==> src/rtl/irqc_pkg.sv <==
package irqc_pkg;
   typedef enum logic [1:0] {
      SEL_MASK  = 2'd0,
      SEL_CLEAR = 2'd1,
      SEL_FORCE = 2'd2,
      SEL_CTRL  = 2'd3
   } reg_sel_e;
endpackage

==> src/rtl/irqc_level_regs.sv <==
module irqc_level_regs
   import irqc_pkg::*;
#(
   parameter int VEC_W          = 16,
   parameter int LVL_W          = 4,
   parameter bit TOP_UNMASKABLE = 1'b1
) (
   input  logic             clk,
   input  logic             rst_n,
   input  logic [VEC_W-1:0] req_i,
   input  logic             ack_i,
   input  logic [LVL_W-1:0] ack_level_i,
   input  logic             wr_en_i,
   input  logic [1:0]       wr_sel_i,
   input  logic [VEC_W-1:0] wr_data_i,
   output logic [VEC_W-1:0] pend_q,
   output logic [VEC_W-1:0] mask_q,
   output logic [VEC_W-1:0] force_q,
   output logic             test_q,
   output logic [VEC_W-1:0] pend_d,
   output logic [VEC_W-1:0] mask_d,
   output logic [VEC_W-1:0] force_d
);
   localparam logic [VEC_W-1:0] ONE   = {{(VEC_W-1){1'b0}}, 1'b1};
   localparam logic [VEC_W-1:0] VALID = ~ONE;

   logic [VEC_W-1:0] mask_keep;
   logic [VEC_W-1:0] ack_vec, force_hit, pend_ack, wr_clr, req_v;
   logic             test_d;

   // which mask bits are writable
   generate
      if (TOP_UNMASKABLE) begin : g_top_nmi
         assign mask_keep = VALID & ~(ONE << (VEC_W-1));
      end else begin : g_all_mask
         assign mask_keep = VALID;
      end
   endgenerate

   always_comb begin
      req_v     = req_i & VALID;
      ack_vec   = ack_i ? ((ONE << ack_level_i) & VALID) : '0;
      force_hit = test_q ? (ack_vec & force_q) : '0;
      pend_ack  = ack_vec & ~force_hit;
      wr_clr    = (wr_en_i && wr_sel_i == SEL_CLEAR) ? (wr_data_i & VALID) : '0;
      pend_d    = (pend_q & ~pend_ack & ~wr_clr) | req_v;
      mask_d    = (wr_en_i && wr_sel_i == SEL_MASK) ? (wr_data_i & mask_keep) : mask_q;
      force_d   = force_q & ~force_hit;
      if (wr_en_i && wr_sel_i == SEL_FORCE && test_q)
         force_d = wr_data_i & VALID;
      test_d    = (wr_en_i && wr_sel_i == SEL_CTRL) ? wr_data_i[0] : test_q;
   end

   always_ff @(posedge clk or negedge rst_n) begin
      if (!rst_n) begin
         pend_q  <= '0;
         mask_q  <= '0;
         force_q <= '0;
         test_q  <= 1'b0;
      end else begin
         pend_q  <= pend_d;
         mask_q  <= mask_d;
         force_q <= force_d;
         test_q  <= test_d;
      end
   end

   // a request always lands in pending
   assert_req_sets_pending_R2: assert property (@(posedge clk) disable iff (!rst_n)
      (|(req_i & VALID)) |=> ((pend_q & $past(req_i & VALID)) == $past(req_i & VALID)));

   // clear write with no competing request empties the written bits
   assert_clear_w1c_R5: assert property (@(posedge clk) disable iff (!rst_n)
      (wr_en_i && wr_sel_i == SEL_CLEAR && req_i == '0)
      |=> ((pend_q & $past(wr_data_i & VALID)) == '0));

   // force contents hold while test mode is off
   assert_force_hold_R6: assert property (@(posedge clk) disable iff (!rst_n)
      !test_q |=> (force_q == $past(force_q)));
endmodule

==> src/rtl/irqc_prio_enc.sv <==
module irqc_prio_enc #(
   parameter int NUM_LEVELS = 15,
   parameter int LVL_W      = 4
) (
   input  logic [NUM_LEVELS-1:0] vec_i,   // bit k = level k+1
   output logic [LVL_W-1:0]      lvl_o
);
   always_comb begin
      lvl_o = '0;
      for (int i = 0; i < NUM_LEVELS; i++) begin
         if (vec_i[i]) lvl_o = LVL_W'(i + 1);
      end
   end
endmodule

==> src/rtl/irq_prio_ctrl.sv <==
module irq_prio_ctrl
   import irqc_pkg::*;
#(
   parameter int NUM_LEVELS     = 15,
   parameter bit TOP_UNMASKABLE = 1'b1,
   localparam int VEC_W         = NUM_LEVELS + 1,
   localparam int LVL_W         = $clog2(VEC_W)
) (
   input  logic             clk,
   input  logic             rst_n,
   input  logic [VEC_W-1:0] req_i,
   input  logic             ack_i,
   input  logic [LVL_W-1:0] ack_level_i,
   input  logic             wr_en_i,
   input  logic [1:0]       wr_sel_i,
   input  logic [VEC_W-1:0] wr_data_i,
   input  logic [1:0]       rd_sel_i,
   output logic [VEC_W-1:0] rd_data_o,
   output logic [LVL_W-1:0] irl_o
);
   generate
      if (NUM_LEVELS < 1 || NUM_LEVELS > 255) begin : g_bad_levels
         $error("irq_prio_ctrl: NUM_LEVELS out of range");
      end
      if ((1 << LVL_W) < VEC_W) begin : g_bad_width
         $error("irq_prio_ctrl: level width too narrow");
      end
   endgenerate

   logic [VEC_W-1:0] pend_q, mask_q, force_q, pend_d, mask_d, force_d;
   logic             test_q;
   logic [VEC_W-1:0] eff_d, eff_q;
   logic [LVL_W-1:0] lvl_d;

   irqc_level_regs #(
      .VEC_W(VEC_W), .LVL_W(LVL_W), .TOP_UNMASKABLE(TOP_UNMASKABLE)
   ) regs_i (
      .clk(clk), .rst_n(rst_n), .req_i(req_i),
      .ack_i(ack_i), .ack_level_i(ack_level_i),
      .wr_en_i(wr_en_i), .wr_sel_i(wr_sel_i), .wr_data_i(wr_data_i),
      .pend_q(pend_q), .mask_q(mask_q), .force_q(force_q), .test_q(test_q),
      .pend_d(pend_d), .mask_d(mask_d), .force_d(force_d)
   );

   logic test_next;
   assign test_next = (wr_en_i && wr_sel_i == SEL_CTRL) ? wr_data_i[0] : test_q;

   // effective vector of the next state feeds the level register
   assign eff_d = (pend_d | (test_next ? force_d : '0)) & ~mask_d;
   // effective vector of the present state, used by the checks
   assign eff_q = (pend_q | (test_q ? force_q : '0)) & ~mask_q;

   irqc_prio_enc #(.NUM_LEVELS(NUM_LEVELS), .LVL_W(LVL_W)) enc_i (
      .vec_i(eff_d[VEC_W-1:1]), .lvl_o(lvl_d)
   );

   always_ff @(posedge clk or negedge rst_n) begin
      if (!rst_n) irl_o <= '0;
      else        irl_o <= lvl_d;
   end

   always_comb begin
      unique case (rd_sel_i)
         SEL_MASK:  rd_data_o = mask_q;
         SEL_CLEAR: rd_data_o = pend_q;
         SEL_FORCE: rd_data_o = force_q;
         default:   rd_data_o = {{(VEC_W-1){1'b0}}, test_q};
      endcase
   end

   // level output is zero exactly when nothing is active
   assert_idle_level_R3: assert property (@(posedge clk) disable iff (!rst_n)
      ((irl_o == '0) == (eff_q[VEC_W-1:1] == '0)));

   // the reported level is active and nothing above it is
   assert_highest_level_R3: assert property (@(posedge clk) disable iff (!rst_n)
      (irl_o != '0) |-> (eff_q[irl_o] && ((eff_q >> irl_o) >> 1) == '0));
endmodule

==> config.mk <==
export PLATFORM = sky130hd
export DESIGN_NAME = irq_prio_ctrl
export DESIGN_NICKNAME = d
export VERILOG_FILES = /design/src/rtl/irqc_pkg.sv /design/src/rtl/irqc_level_regs.sv /design/src/rtl/irqc_prio_enc.sv /design/src/rtl/irq_prio_ctrl.sv
export SDC_FILE = /design/constraint.sdc
export NUM_CORES = 1
export LEC_CHECK = 0
export BUFFER_PORTS_ARGS = -buffer_cell sky130_fd_sc_hd__buf_2
export CAP_MARGIN = 20
export CORE_MARGIN = 3
export CORE_UTILIZATION = 35
export CTS_CLUSTER_DIAMETER = 120
export DETAILED_ROUTE_END_ITERATION = 6
export SYNTH_ARGS = -nofsm -noshare
export SYNTH_HDL_FRONTEND = slang
export SYNTH_HIERARCHICAL = 1
export SYNTH_SLANG_ARGS = --single-unit
==> constraint.sdc <==
create_clock -name clk -period 2.7 [get_ports clk]
set_input_delay 0.405 -clock clk [delete_from_list [all_inputs] [get_ports clk]]
set_output_delay 0.405 -clock clk [all_outputs]
set_load 0.01 [all_outputs]
==> impl_metrics.json <==
{
  "port_buffers": 62,
  "diodes": 0,
  "cts_setup_buffers": 0,
  "worst_path_largest_cell_delay_ns": 0.40,
  "final.setup.tns_ns": 0,
  "min_period_ns": 2.47,
  "clock-root-buffer": "clkbuf_8",
  "via_per_inst": 5.53,
  "cts_max_path_buffers": 2,
  "synth_nets": 388,
  "status": "finished, final reports clean",
  "route.detailed.drc": 0,
  "areaGrowthSynthToFinish_pct": 16.2,
  "fin_skew_ns": 0.00942,
  "core_um2": 9240,
  "detail-route-antenna-nets": 0,
  "ctsHoldBuffers": 0,
  "boundaryPins": 64,
  "vdd_drop_max_uv": 256,
  "hold_path.class": "input port to asynchronous set/reset pin",
  "finalHoldViolCount": 0,
  "ff2ff_setup_slack_ns": 0.23,
  "first_iter_violations": 189,
  "required_ns": 2.88,
  "cp-end-kind": "register",
  "grt_first_pass_wirelength_um": 15400,
  "rows": 35,
  "cts_made_buffers": 5,
  "avgSynthCellArea_um2": 9.72,
  "first_global_vias": 3014,
  "cpMaxStageDelayCell": "a311o_1",
  "routed_wl_um": 9480,
  "tritoncts": "yes",
  "clk_latency_ns": 0.30,
  "h-tree-depth": 2,
  "p_leak_nw": 1.49,
  "p_total_mw": 2.23,
  "cts_resized": 0,
  "avgRoutedWirePerCell_um": 17.9,
  "grt_start_max_net_pins": 32,
  "overflow": 0,
  "cts_sinks": 52,
  "fp.dieH_um": 104,
  "fin_crit_sh": 0.915,
  "clkTransAtPathRegs_ns": 0.10,
  "worstMarginPinSlew_ns": 0.632,
  "first_pass_iters": 4,
  "antenna_found_initial": 0,
  "initial_core_util": 0.362,
  "grtUsageTotal": 0.177,
  "cp.buffers_inverters": 1,
  "crit_fanout": 18,
  "yosys_warnings": 6,
  "drive_gt1_frac": 0.322,
  "vias": 2933,
  "nets": 444,
  "fillers": 919,
  "die-area_um2": 10800,
  "setup.worst_path.class": "register to register",
  "rsz0062_at_grt": "no",
  "startpoint_type": "register",
  "critical_path_arrival_ns": 2.65,
  "setup_viol": 0,
  "gp_congestion": 0.842,
  "synth_cells": 344,
  "synth_area_um2": 3340,
  "power_density_nw_per_um2": 574,
  "drv_cap": 0,
  "dpl.hpwl_um": 6710,
  "finalMaxSlewViolations": 0,
  "clock.fmax_mhz": 405,
  "path_cells": "buf_4 > nand3_1 > o21ai_0 > o21ai_0 > nand4b_1 > o311ai_2 > nor2_1 > o21ai_0 > a311o_1",
  "die_x_um": 104,
  "cpLargestDelayFamily": "compound AO/OA/AOI/OAI gates",
  "path_common_cell": "o21ai_0",
  "max_slew_margin": 0.579
}
==> registers in the layout, indices dropped and copies added, names as in the netlist <==
| register | cells |
|---|---|
| regs_i/force_q | 16 |
| irl_o | 4 |
| regs_i/test_q | 1 |
| regs_i/mask_q | 16 |
| regs_i/pend_q | 15 |
==> cell type report <==
class	instances	area [µm²]	share of cell area
timing repair buffer	72	423	0.109
clock buffer	6	72.6	0.0187
multi-input combinational	267	1880	0.485
inverter	2	7.51	0.00193
tap	129	161	0.0415
clock inverter	2	35.0	0.00902
sequential	52	1300	0.335
==> power by group <==
group          switching (mW)  internal, mW
logic                   0.417         0.299
clock network           0.258         0.276
registers              0.0800         0.901
total                   0.755          1.48
==> layer usage <==
layer	GRT usage	wire length (µm)	vias up
li1	-	-	1387
met1	0.238	4250	1455
met2	0.297	4680	84
met3	0.0318	456	7
met4	0.0446	91	0
met5	0	0	-
==> worst register-to-register path: stages, from the launching register on <==
cell and delay, ns:
dfrtp_1 0.39, buf_4 0.25, nand3_1 0.24, o21ai_0 0.21, o21ai_0 0.15, nand4b_1 0.16
o311ai_2 0.16, nor2_1 0.26, o21ai_0 0.13, a311o_1 0.40
==> layout by cell type, fill, tap and decap left out, types with 2 or more instances in the layout <==
cell,count
buf_12,3
nor4_1,2
a21oi_1,2
o21ai_1,10
a211o_1,10
nand2b_1,19
mux2i_1,15
mux2_2,15
o21ai_0,36
nand4bb_1,2
nand3_1,6
buf_4,7
nand4b_1,17
inv_1,2
nor2_1,9
nor2b_1,4
nand2_1,68
nand3b_1,3
a31o_1,2
clkbuf_8,5
buf_2,62
a31o_2,13
o311ai_2,15
dfrtp_1,52
and4bb_2,2
==> stage by stage <==
step           hold slack [ns]  std cells   util  setup WS, ns  instance area (µm²)
2_1_floorplan            0.109        344      -         0.240                 3340
3_3_place_gp             0.346        522  0.409         0.148                 3780
3_5_place_dp             0.355        522  0.409        0.0640                 3780
4_1_cts                 0.0149        530  0.420         0.267                 3880
5_1_grt                 0.0167        530  0.420      0.000113                 3880
6_report               0.00327        530  0.420         0.229                 3880
==> path summary, 6_finish.rpt <==
path	start	endpoint	cells past startpoint
max in group asynchronous	rst_n	regs_i/mask_q[7]$_DFF_PN0_	2
setup reg to reg	regs_i/test_q$_DFFE_PN0P_	irl_o[1]$_DFF_PN0_	9
hold reg to reg	regs_i/force_q[0]$_DFF_PN0_	regs_i/force_q[0]$_DFF_PN0_	1
setup / recovery	regs_i/test_q$_DFFE_PN0P_	irl_o[1]$_DFF_PN0_	9
min in group clk	req_i[13]	regs_i/pend_q[13]$_DFF_PN0_	2
hold / removal	rst_n	regs_i/pend_q[13]$_DFF_PN0_	1
(Power assumes the default switching activity.)
